**config.mk**
```make
export PLATFORM = sky130hd
export DESIGN_NAME = mdio_mgmt_master
export DESIGN_NICKNAME = d
export VERILOG_FILES = /design/src/rtl/mdio_mgmt_pkg.sv /design/src/rtl/mdio_clk_div.sv /design/src/rtl/mdio_frame_engine.sv /design/src/rtl/mdio_mgmt_master.sv
export SDC_FILE = /design/constraint.sdc
export NUM_CORES = 1
export LEC_CHECK = 0
export ABC_AREA = 0
export BUFFER_PORTS_ARGS = -buffer_cell sky130_fd_sc_hd__buf_4
export CORE_AREA = 5 5 146 148
export DETAILED_ROUTE_END_ITERATION = 12
export DIE_AREA = 0 0 151 153
export HOLD_SLACK_MARGIN = 0.02
export PLACE_DENSITY_LB_ADDON = 0.25
export SLEW_MARGIN = 30
export SYNTH_ARGS = -nofsm -noshare
export SYNTH_HDL_FRONTEND = slang
export SYNTH_SLANG_ARGS = --single-unit
```
**constraint.sdc**
```tcl
create_clock -name clk -period 2.6 [get_ports clk]
set_input_delay 0.26 -clock clk [delete_from_list [all_inputs] [get_ports clk]]
set_output_delay 0.26 -clock clk [all_outputs]
set_load 0.02 [all_outputs]
```
**src/rtl/mdio_mgmt_pkg.sv**
```systemverilog
package mdio_mgmt_pkg;
  localparam int FRAME_BITS = 64;
  localparam int PRE_BITS   = 32;
  localparam int BIT_W      = $clog2(FRAME_BITS);
  localparam int TA_START   = 46;
  localparam int DATA_START = 48;
  localparam int DATA_W     = 16;
  localparam int FLD_W      = 5;

  localparam int CMD_BUSY_BIT = 0;
  localparam int CMD_DIR_BIT  = 1;
  localparam int CMD_REG_LSB  = 4;
  localparam int CMD_PHY_LSB  = 12;

  localparam logic [1:0] SOF_PAT  = 2'b01;
  localparam logic [1:0] OP_READ  = 2'b10;
  localparam logic [1:0] OP_WRITE = 2'b01;
  localparam logic [1:0] TA_DRIVE = 2'b10;
  localparam logic [1:0] TA_FLOAT = 2'b11;
endpackage

```
**src/rtl/mdio_clk_div.sv**
```systemverilog
module mdio_clk_div #(
  parameter int DIV_W = 8
) (
  input  logic             clk,
  input  logic             rst_n,
  input  logic             en_i,
  input  logic [DIV_W-1:0] half_div_i,
  output logic             mdc_o,
  output logic             rise_o,
  output logic             fall_o
);
  logic [DIV_W-1:0] cnt_q;
  logic [DIV_W-1:0] limit;
  logic             term;

  assign limit  = (half_div_i == '0) ? DIV_W'(1) : half_div_i;
  assign term   = en_i && (cnt_q == limit - DIV_W'(1));
  assign rise_o = term && !mdc_o;
  assign fall_o = term && mdc_o;

  always_ff @(posedge clk or negedge rst_n) begin
    if (!rst_n) begin
      cnt_q <= '0;
      mdc_o <= 1'b0;
    end else if (!en_i) begin
      cnt_q <= '0;
      mdc_o <= 1'b0;
    end else if (term) begin
      cnt_q <= '0;
      mdc_o <= ~mdc_o;
    end else begin
      cnt_q <= cnt_q + DIV_W'(1);
    end
  end
endmodule

```
**src/rtl/mdio_frame_engine.sv**
```systemverilog
module mdio_frame_engine
  import mdio_mgmt_pkg::*;
(
  input  logic              clk,
  input  logic              rst_n,
  input  logic              start_i,
  input  logic              write_i,
  input  logic [FLD_W-1:0]  phy_i,
  input  logic [FLD_W-1:0]  reg_i,
  input  logic [DATA_W-1:0] wdata_i,
  input  logic              rise_i,
  input  logic              fall_i,
  input  logic              mdio_i,
  output logic              busy_o,
  output logic              done_o,
  output logic              mdio_o,
  output logic              mdio_oe,
  output logic [DATA_W-1:0] rdata_o
);
  logic [FRAME_BITS-1:0] tx_q;
  logic [BIT_W-1:0]      bit_q;
  logic                  run_q;
  logic                  wr_q;
  logic [DATA_W-1:0]     rx_q;
  logic                  last_bit;

  assign last_bit = (bit_q == BIT_W'(FRAME_BITS - 1));
  assign done_o   = run_q && fall_i && last_bit;
  assign busy_o   = run_q;
  assign mdio_o   = run_q ? tx_q[FRAME_BITS-1] : 1'b1;
  assign mdio_oe  = run_q && (wr_q || (bit_q < BIT_W'(TA_START)));
  assign rdata_o  = rx_q;

  always_ff @(posedge clk or negedge rst_n) begin
    if (!rst_n) begin
      tx_q  <= '0;
      bit_q <= '0;
      run_q <= 1'b0;
      wr_q  <= 1'b0;
    end else if (start_i && !run_q) begin
      tx_q  <= {{PRE_BITS{1'b1}}, SOF_PAT, (write_i ? OP_WRITE : OP_READ),
                phy_i, reg_i, (write_i ? TA_DRIVE : TA_FLOAT), wdata_i};
      bit_q <= '0;
      run_q <= 1'b1;
      wr_q  <= write_i;
    end else if (run_q && fall_i) begin
      if (last_bit) begin
        run_q <= 1'b0;
      end else begin
        bit_q <= bit_q + BIT_W'(1);
        tx_q  <= {tx_q[FRAME_BITS-2:0], 1'b1};
      end
    end
  end

  always_ff @(posedge clk or negedge rst_n) begin
    if (!rst_n) begin
      rx_q <= '0;
    end else if (run_q && rise_i && (bit_q >= BIT_W'(DATA_START))) begin
      rx_q <= {rx_q[DATA_W-2:0], mdio_i};
    end
  end
endmodule

```
**src/rtl/mdio_mgmt_master.sv**
```systemverilog
module mdio_mgmt_master
  import mdio_mgmt_pkg::*;
#(
  parameter int DIV_W    = 8,
  parameter int ADDR_W   = 8,
  parameter int CMD_OFS  = 'h48,
  parameter int DATA_OFS = 'h4C
) (
  input  logic              clk,
  input  logic              rst_n,
  input  logic [DIV_W-1:0]  mdc_half_div,
  input  logic              bus_wr,
  input  logic [ADDR_W-1:0] bus_waddr,
  input  logic [31:0]       bus_wdata,
  input  logic [ADDR_W-1:0] bus_raddr,
  output logic [31:0]       bus_rdata,
  output logic              mdc,
  output logic              mdio_o,
  output logic              mdio_oe,
  input  logic              mdio_i
);
  localparam logic [ADDR_W-1:0] CMD_A  = ADDR_W'(CMD_OFS);
  localparam logic [ADDR_W-1:0] DATA_A = ADDR_W'(DATA_OFS);

  logic [FLD_W-1:0]  cmd_phy_q;
  logic [FLD_W-1:0]  cmd_reg_q;
  logic              cmd_dir_q;
  logic [DATA_W-1:0] data_q;
  logic              busy;
  logic              done;
  logic              rise_stb;
  logic              fall_stb;
  logic [DATA_W-1:0] rx_val;
  logic              cmd_wr;
  logic              data_wr;
  logic              launch;
  logic [31:0]       cmd_word;

  assign cmd_wr  = bus_wr && (bus_waddr == CMD_A) && !busy;
  assign data_wr = bus_wr && (bus_waddr == DATA_A) && !busy;
  assign launch  = cmd_wr && bus_wdata[CMD_BUSY_BIT];

  always_ff @(posedge clk or negedge rst_n) begin
    if (!rst_n) begin
      cmd_phy_q <= '0;
      cmd_reg_q <= '0;
      cmd_dir_q <= 1'b0;
    end else if (cmd_wr) begin
      cmd_phy_q <= bus_wdata[CMD_PHY_LSB +: FLD_W];
      cmd_reg_q <= bus_wdata[CMD_REG_LSB +: FLD_W];
      cmd_dir_q <= bus_wdata[CMD_DIR_BIT];
    end
  end

  always_ff @(posedge clk or negedge rst_n) begin
    if (!rst_n) begin
      data_q <= '0;
    end else if (data_wr) begin
      data_q <= bus_wdata[DATA_W-1:0];
    end else if (done && !cmd_dir_q) begin
      data_q <= rx_val;
    end
  end

  always_comb begin
    cmd_word = '0;
    cmd_word[CMD_PHY_LSB +: FLD_W] = cmd_phy_q;
    cmd_word[CMD_REG_LSB +: FLD_W] = cmd_reg_q;
    cmd_word[CMD_DIR_BIT]          = cmd_dir_q;
    cmd_word[CMD_BUSY_BIT]         = busy;
  end

  always_comb begin
    if (bus_raddr == CMD_A)       bus_rdata = cmd_word;
    else if (bus_raddr == DATA_A) bus_rdata = {{(32-DATA_W){1'b0}}, data_q};
    else                          bus_rdata = '0;
  end

  mdio_clk_div #(.DIV_W(DIV_W)) u_div (
    .clk        (clk),
    .rst_n      (rst_n),
    .en_i       (busy),
    .half_div_i (mdc_half_div),
    .mdc_o      (mdc),
    .rise_o     (rise_stb),
    .fall_o     (fall_stb)
  );

  mdio_frame_engine u_eng (
    .clk     (clk),
    .rst_n   (rst_n),
    .start_i (launch),
    .write_i (bus_wdata[CMD_DIR_BIT]),
    .phy_i   (bus_wdata[CMD_PHY_LSB +: FLD_W]),
    .reg_i   (bus_wdata[CMD_REG_LSB +: FLD_W]),
    .wdata_i (data_q),
    .rise_i  (rise_stb),
    .fall_i  (fall_stb),
    .mdio_i  (mdio_i),
    .busy_o  (busy),
    .done_o  (done),
    .mdio_o  (mdio_o),
    .mdio_oe (mdio_oe),
    .rdata_o (rx_val)
  );
endmodule

```
==> flow_metrics.py, run 1 <==
metrics = {
    "final_layout": {
        "final_cell_area_sq_um": 7490,
        "drive_above_1_share": 0.222,
        "areaGrowthSynthToFinish_pct": 24.9,
        "final_nets": 779,
        "layout_commonest_cell": "nand2_1",
        "antennaDiodeCount": 0,
        "final_cell_mix": "nand2_1 (140), dfrtp_1 (124), nand3_1 (87)",
    },
    "yosys": {
        "ys_seq_elements": 124,
        "ys_types": 45,
        "synthArstFlopShare": 1.00,
        "synth-adder-area-share": 0.00626,
        "synth_compound_area_frac": 0.0863,
        "synth_xor_area_frac": 0.0234,
        "muxShareOfSynthArea": 0.0707,
        "yosys.area_share.simple": 0.243,
        "synth_area_sq_um": 6000,
        "synth_flop_cell": "dfrtp_1",
        "synth_edf_count": 0,
        "ys_warn_count": 0,
        "synth_top_family_by_area": "simple AND/OR/NAND/NOR gates",
        "ys_seq_area_frac": 0.517,
        "avgSynthCellArea_sq_um": 9.29,
        "synthCells": 646,
    },
    "global_routing": {
        "grt_max_degree": 72,
        "groute.usage.overall": 0.133,
        "grt_pass1_vias": 4671,
        "gr-total-overflow": 0,
        "grt_pass1_wl_um": 24600,
        "antenna_found_initial": 0,
    },
    "critical_path": {
        "endpoint_kind": "flip-flop",
        "r2r-start": "u_eng.bit_q[1]",
        "r2r-end": "data_q[0]",
        "arrival_ps": 2550,
        "reg2reg_slack_ps": 410,
        "crit_end": "u_eng.rdata_o[9]",
        "path_class": "in -> reg",
        "rr_worst_depth": 8,
        "worstPathRequired_ps": 2910,
        "crit_start": "mdc_half_div[3]",
        "path_max_fanout": 16,
        "crit_path_start_kind": "primary input",
    },
    "sta": {
        "rsz0062_at_grt": "false",
        "layout_setup_ws_ps": 359,
        "finalSetupViolations": 0,
        "slew_headroom": 0.603,
        "fin_crit_ps": 2240,
        "slew_violations": 0,
        "tightest_slew_ps": 596,
        "hold_viol": 0,
        "fin_worst_skew_ps": 11.0,
        "fmax_mhz": 446,
        "timing.final.crit_share": 0.862,
    },
    "cts": {
        "htreeDepth": 4,
        "cts_buffers": 17,
        "clock-root-buffer": "clkbuf_16",
        "cts_buffer_depth": 2,
        "clock_latency_ps": 420,
        "post-cts-setup-buffer-count": 0,
        "cts_tree": "done",
        "clock_sinks": 124,
        "clk_pin_slew_worst_paths_ps": 70,
    },
    "route": {
        "wl_per_cell_um": 14.7,
        "drt_iter0_drc": 269,
        "dr.pass1.iters": 5,
        "routed-via-count": 4688,
        "wirelength_um": 14700,
        "antenna_left": 0,
        "drc": 0,
        "drt-vias-per-instance": 4.69,
    },
    "place": {
        "dp_hpwl_um": 9680,
        "place_ws_ps": -74.9,
        "numPortBuffers": 64,
        "placed_cell_area_sq_um": 6950,
        "gp_congestion": 0.769,
    },
    "die": {
        "core_area_sq_um": 19900,
        "initial_core_util": 0.301,
        "dieArea_sq_um": 23100,
        "rows": 52,
        "io_pins": 95,
        "die_h_um": 153,
        "die_x_um": 151,
    },
    "pwr": {
        "p_per_area_nw_per_um2": 597,
        "power_leakage_nw": 3.59,
        "ir_worst_vdd_v": 0.000449,
        "fin_total_pwr_w": 0.00447,
    },
    "run": {
        "cap_violations": 0,
    },
    "min_path": {
        "min_path_type": "in -> reg",
    },
    "status": {
        "status": "completed",
    },
}
-- worst min-delay path by stage --
stage          cells after the start          endpoint           from
3_3_place_gp                       1    u_div.cnt_q[7]          rst_n
2_1_floorplan                      0         cmd_dir_q          rst_n
3_5_place_dp                       1    u_div.cnt_q[5]          rst_n
5_1_grt                            2  u_eng.rdata_o[0]         mdio_i
6_report                           3        data_q[11]  bus_wdata[11]
4_1_cts                            2  u_eng.rdata_o[0]         mdio_i
-- critical path, stage by stage --
cell     delay (ps)
buf_4           120
nor4_4          280
a21oi_1         120
ha_1            290
nor2b_1         170
nor2_1          130
o311a_2         230
nand2_2          70
nor4_4          320
buf_12          200
mux2_2          350
-- synth_stat cells (7+ instances only) --
| master | n | share of area |
|---|---|---|
| a21oi_1 | 45 | 0.038 |
| and3_1 | 10 | 0.010 |
| buf_2 | 8 | 0.0067 |
| buf_4 | 17 | 0.021 |
| clkbuf_1 | 28 | 0.018 |
| dfrtp_1 | 124 | 0.52 |
| mux2_2 | 27 | 0.051 |
| mux2i_1 | 12 | 0.020 |
| nand2_1 | 141 | 0.088 |
| nand3_1 | 88 | 0.073 |
| nor2_1 | 42 | 0.026 |
| o211ai_1 | 18 | 0.023 |
| o21ai_0 | 7 | 0.0058 |
| xor2_1 | 10 | 0.015 |
-- state kept, by name (all words and copies together) (netlist names) --
register and flops:
cmd_dir_q 1, cmd_phy_q 5, cmd_reg_q 5, data_q 16, u_div.cnt_q 8, u_div.mdc_o 1, u_eng.bit_q 6, u_eng.busy_o 1
u_eng.rdata_o 16, u_eng.tx_q 64, u_eng.wr_q 1
-- layout make-up --
| type | count | area (sq um) |
|---|---|---|
| Timing Repair Buffer | 94 | 846 |
| Sequential cell | 124 | 3100 |
| Fill cell | 2072 | 12400 |
| Inverter | 6 | 22.5 |
| Tap cell | 270 | 338 |
| Clock buffer | 17 | 425 |
| Clock inverter | 15 | 114 |
| Multi-Input combinational cell | 473 | 2650 |
-- power breakdown --
group	switching, W	internal (W)	leakage (nW)	total [W]
clock	0.000934	0.00123	0.265	0.00216
sequential	0.0000392	0.00199	1.71	0.00203
combinational	0.000154	0.000123	1.61	0.000277
-- cell families (layout without fill, tap and decap cells) --
group | after synthesis | after routing
and+or+nand+nor | 316 | 316
xor gates and xnor gates | 16 | 16
DFF | 124 | 124
AOI/OAI and AO/OA | 84 | 84
buffers and inverters | 63 | 132
adders and majority gates | 3 | 3
muxes | 39 | 39
other | 1 | 15
-- per-stage QoR --
step                hold WS, ps   util  TNS, ps  instances
floorplan                 -35.6      -     -108        660
global placement            319  0.349    -1310        966
detailed placement          317  0.349    -2370        966
CTS                        49.3  0.376        0        999
global route               51.0  0.376        0        999
finish                     65.4  0.376        0        999
-- repair_timing --
| action | 4_1_cts | 5_1_grt |
|---|---|---|
| resized for setup | 0 | 0 |
| hold buffers | 1 | 0 |
| endpoints found under the hold margin | 42 | 0 |
-- layer usage --
layer	GRT usage	part of all wire	up-vias	routed length [um]
met3	0.0332	0.037	15	544
li1	-	-	2322	-
met2	0.206	0.47	72	6880
met5	0	0	-	0
met1	0.182	0.48	2279	7050
met4	0.0462	0.013	0	193
Power figures use the tool's default switching activity.
==> inputs of run 2 (changes only) <==
Settings changed: PLACE_DENSITY set to 0.57, PLACE_DENSITY_LB_ADDON 0.25 to unset.
==> run 2 against run 1 <==
Net effect:
- sequential cell count is the same
- final cell count grew 0.50%
- combinational power is essentially flat
- global-route usage shrank 0.36 points
- clock power grew 6%
- hold slack is essentially flat
- critical path type unchanged
- critical endpoint is now u_eng.tx_q[9]
==> flow_metrics.py, run 2 (synthesis gave the netlist of run 1 again) <==
metrics = {
    "sta": {
        "rsz0062_at_grt": "false",
        "fin_worst_skew_ps": 8.66,
        "slew_headroom": 0.538,
        "slew_violations": 0,
        "fmax_mhz": 437,
        "hold_viol": 0,
        "finalSetupViolations": 0,
        "timing.final.crit_share": 0.881,
        "tightest_slew_ps": 694,
        "fin_crit_ps": 2290,
    },
    "status": {
        "status": "completed",
    },
    "final_layout": {
        "largest_reg_flops": 64,
        "drive_above_1_share": 0.228,
        "antennaDiodeCount": 0,
        "regMostFlops": "u_eng.tx_q",
        "final_cell_mix": "nand2_1 (140), dfrtp_1 (124), nand3_1 (87)",
        "fin_util": 0.381,
        "final_nets": 784,
        "layout_commonest_cell": "nand2_1",
        "areaGrowthSynthToFinish_pct": 26.3,
        "finalNonFillerCells": 1004,
    },
    "route": {
        "drc": 0,
        "routed-via-count": 4708,
        "wl_per_cell_um": 14.3,
        "drt_iter0_drc": 286,
        "wirelength_um": 14300,
        "drt-vias-per-instance": 4.69,
        "dr.pass1.iters": 4,
        "antenna_left": 0,
    },
    "min_path": {
        "hold_depth": 3,
        "hold_end": "data_q[11]",
        "min_path_type": "in -> reg",
        "min_from": "bus_wdata[11]",
    },
    "global_routing": {
        "grt_pass1_vias": 4690,
        "grt_pass1_wl_um": 24200,
        "groute.usage.overall": 0.130,
        "gr-total-overflow": 0,
        "antenna_found_initial": 0,
        "grt_max_degree": 125,
    },
    "cts": {
        "cts_tree": "done",
        "htreeDepth": 4,
        "cts_buffers": 17,
        "clk_pin_slew_worst_paths_ps": 60,
        "hold_buffers": 1,
        "cts_resized": 0,
        "post-cts-setup-buffer-count": 0,
        "clock-root-buffer": "clkbuf_16",
        "clock_sinks": 124,
        "clock_latency_ps": 420,
        "cts_buffer_depth": 2,
    },
    "pwr": {
        "fin_total_pwr_w": 0.00461,
        "power_leakage_nw": 3.63,
        "p_per_area_nw_per_um2": 608,
        "ir_worst_vdd_v": 0.000449,
    },
    "place": {
        "dp.cells": 971,
        "gp_congestion": 0.815,
        "numPortBuffers": 64,
        "dp_hpwl_um": 9620,
    },
    "critical_path": {
        "cp_common_cell": "a21oi_1",
        "r2r-start": "u_eng.bit_q[1]",
        "cp_slowest_stage_delay_ps": 370,
        "slowest_stage": "o311a_2",
        "path_max_fanout": 10,
        "arrival_ps": 2590,
        "path_class": "in -> reg",
        "endpoint_kind": "flip-flop",
        "worstPathRequired_ps": 2900,
        "r2r-end": "data_q[6]",
        "reg2reg_slack_ps": 390,
        "rr_worst_depth": 8,
        "crit_path_start_kind": "primary input",
        "cp_cell_sequence": "buf_4 > nor4_4 > a21oi_1 > ha_1 > nor2b_1 > a21o_1 > o311a_2 > and4_2 > buf_4 > a21oi_1 > a21oi_1",
    },
    "die": {
        "die_h_um": 153,
        "io_pins": 95,
        "die_x_um": 151,
        "rows": 52,
        "core_area_sq_um": 19900,
        "dieArea_sq_um": 23100,
        "initial_core_util": 0.301,
    },
    "run": {
        "cap_violations": 0,
    },
}
[run 2: critical path: cells and delay by family]
kind,cells,cell delay [ps]
buffers and inverters,2,300
AND/OR/NAND/NOR,3,800
adder cells (fa/ha/maj),1,290
AO/OA/AOI/OAI,5,950
[run 2: how the worst max path moves through the flow]
| stage | startpoint | end | slack [ps] |
|---|---|---|---|
| after floorplan | mdc_half_div[3] | u_eng.rdata_o[10] | -10 |
| after CTS | mdc_half_div[3] | u_eng.tx_q[9] | 320 |
| after global placement | mdc_half_div[3] | u_eng.tx_q[9] | -120 |
| after global routing | mdc_half_div[3] | u_eng.tx_q[6] | 190 |
| after detailed placement | mdc_half_div[3] | u_eng.tx_q[9] | -130 |
| final | mdc_half_div[3] | u_eng.tx_q[9] | 310 |
[run 2: layout make-up]
type | instances | area [sq um]
clock buffer | 18 | 439
clock inverter | 14 | 135
fill | 2047 | 12300
inverter | 6 | 22.5
multi-input combinational | 473 | 2650
sequential | 124 | 3100
tap | 270 | 338
timing repair buffer | 99 | 896
[run 2: through the flow]
| step | area, sq um | TNS (ps) | setup slack, ps | hold slack (ps) |
|---|---|---|---|---|
| after floorplan | 6060 | -108 | -10.8 | -35.6 |
| after global placement | 7000 | -4340 | -119 | 431 |
| after detailed placement | 7000 | -5620 | -135 | 431 |
| after CTS | 7580 | 0 | 322 | 53.8 |
| after global routing | 7580 | 0 | 192 | 56.0 |
| final | 7580 | 0 | 310 | 65.6 |
[run 2: layer usage]
layer / GRT usage / part of all wire
met1: 0.175 / 0.46
met2: 0.200 / 0.48
met3: 0.0346 / 0.041
met4: 0.0471 / 0.011
met5: 0 / 0
[run 2: power by group]
group,internal [W],leakage [nW],switching (W)
Clock,0.00136,0.276,0.000943
Combinational,0.000121,1.65,0.000153
Sequential,0.00199,1.71,0.0000388
Total,0.00347,3.63,0.00113
==> inputs of run 3 (changes only) <==
Settings changed: CORE_AREA 5 5 146 148 to 5 5 186 116, DIE_AREA 0 0 151 153 to 0 0 191 121, PLACE_DENSITY 0.57 to 0.58.
==> run 3 against run 2 <==
Net effect:
- sequential power is essentially flat
- non-clock buffer count decreased by 9
- core utilization is 0.15 points lower
- routed wire length is 3.1% higher
- die area about the same
- clock power down 3%
- largest cell class unchanged
- sequential share of layout area grew 0.67 points
- critical path depth is 1 higher
==> flow_metrics.py, run 3 (synthesis gave the netlist of run 1 again) <==
metrics = {
    "final_layout": {
        "drive_above_1_share": 0.218,
        "final_nets": 775,
        "regMostFlops": "u_eng.tx_q",
        "final_cell_mix": "nand2_1 (140), dfrtp_1 (124), nand3_1 (87)",
        "largest_reg_flops": 64,
        "antennaDiodeCount": 0,
        "finalNonFillerCells": 998,
        "areaGrowthSynthToFinish_pct": 24.3,
        "layout_commonest_cell": "nand2_1",
    },
    "die": {
        "rows": 40,
        "die_h_um": 121,
        "core_area_sq_um": 19700,
        "initial_core_util": 0.305,
        "io_pins": 95,
        "dieArea_sq_um": 23100,
        "die_x_um": 191,
    },
    "sta": {
        "hold_viol": 0,
        "fin_crit_ps": 2330,
        "fin_worst_skew_ps": 12.8,
        "timing.final.crit_share": 0.897,
        "tightest_slew_ps": 558,
        "rsz0062_at_grt": "false",
        "slew_violations": 0,
        "fmax_mhz": 429,
        "finalSetupViolations": 0,
        "slew_headroom": 0.627,
        "layout_setup_ws_ps": 267,
    },
    "run": {
        "cap_violations": 0,
    },
    "global_routing": {
        "groute.usage.overall": 0.133,
        "gr-total-overflow": 0,
        "grt_pass1_vias": 4673,
        "grt_pass1_wl_um": 24700,
        "antenna_found_initial": 0,
        "grt_max_degree": 72,
    },
    "cts": {
        "clock_sinks": 124,
        "cts_buffer_depth": 2,
        "cts_buffers": 17,
        "clock_latency_ps": 420,
        "clk_pin_slew_worst_paths_ps": 60,
        "cts_tree": "done",
        "htreeDepth": 4,
        "clock-root-buffer": "clkbuf_16",
    },
    "route": {
        "drt-vias-per-instance": 4.73,
        "routed-via-count": 4725,
        "wirelength_um": 14800,
        "wl_per_cell_um": 14.8,
        "dr.pass1.iters": 5,
        "antenna_left": 0,
        "drt_iter0_drc": 354,
        "drc": 0,
    },
    "pwr": {
        "p_per_area_nw_per_um2": 610,
        "power_leakage_nw": 3.55,
        "ir_worst_vdd_v": 0.000448,
    },
    "min_path": {
        "min_path_type": "in -> reg",
    },
    "critical_path": {
        "path_class": "in -> reg",
        "crit_path_start_kind": "primary input",
        "arrival_ps": 2670,
        "worstPathRequired_ps": 2940,
        "path_max_fanout": 32,
        "endpoint_kind": "flip-flop",
    },
    "place": {
        "place_ws_ps": -164,
        "gp_congestion": 0.805,
        "dp.cells": 965,
        "dp_hpwl_um": 9700,
        "numPortBuffers": 64,
    },
    "status": {
        "status": "completed",
    },
}
-- run 3: changes by cell type in the layout (fill, tap and decap cells not counted), sizes merged --
| cell | before | now |
|---|---|---|
| bufinv | 1 | 0 |
| buf | 98 | 89 |
| clkinvlp | 3 | 6 |
| clkbuf | 18 | 17 |
| inv | 11 | 15 |
| clkinv | 5 | 0 |
-- run 3: report_power, final --
part / switching (W) / total (W) / leakage, nW / internal [W]
logic: 0.000155 / 0.000276 / 1.58 / 0.000121
clock network: 0.000988 / 0.00224 / 0.254 / 0.00125
registers: 0.0000407 / 0.00203 / 1.71 / 0.00199
total: 0.00118 / 0.00455 / 3.55 / 0.00337
-- run 3: what timing repair did --
item	CTS	global route
endpoints found under the hold margin	24	0
setup buffers	0	0
resized for setup	0	0
hold buffers	1	0
-- run 3: layout make-up --
class	count	area [sq um]
Multi-Input combinational cell	473	2650
Inverter	6	22.5
Clock buffer	17	425
Sequential cell	124	3100
Fill cell	1978	12200
Clock inverter	15	129
Tap cell	273	342
Timing Repair Buffer	90	791
-- run 3: per-stage QoR --
step / setup TNS, ps / cell area [sq um] / utilization / hold slack (ps) / power [W]
2_1_floorplan: -108 / 6060 / - / -35.6 / 0.00221
3_3_place_gp: -7480 / 6890 / 0.351 / 200 / 0.00234
3_5_place_dp: -8720 / 6890 / 0.351 / 202 / 0.00235
4_1_cts: 0 / 7460 / 0.379 / 56.4 / 0.00459
5_1_grt: 0 / 7460 / 0.379 / 68.2 / 0.00471
6_report: 0 / 7460 / 0.379 / 68.8 / 0.00455
-- run 3: routing by layer --
metal | global-route usage | vias up | wire (um)
met4 | 0.0336 | 0 | 133
li1 | - | 2316 | -
met5 | 0 | - | 0
met1 | 0.199 | 2287 | 7730
met2 | 0.189 | 108 | 6180
met3 | 0.0348 | 14 | 730
-- run 3: worst paths after layout --
| check | from | to | slack (ps) | depth (start not counted) |
|---|---|---|---|---|
| max | mdc_half_div[3] | u_eng.tx_q[22] | 270 | 12 |
| min | bus_wdata[10] | data_q[10] | 70 | 3 |
| max reg2reg | u_eng.bit_q[1] | data_q[3] | 360 | 8 |
| min reg2reg | u_eng.tx_q[31] | u_eng.tx_q[32] | 490 | 2 |
| max in group asynchronous | rst_n | u_eng.rdata_o[8] | 1480 | 3 |
| min in group asynchronous | rst_n | u_div.cnt_q[4] | 320 | 2 |
-- run 3: worst max-delay path, cell delays in order --
cell and delay [ps]:
buf_4 120, nor4_4 280, a21oi_1 110, ha_1 270, nor2b_1 170, a21o_1 180, o311a_2 380, nand4_1 280
buf_4 210, buf_12 190, nand2_1 70, a21oi_1 130
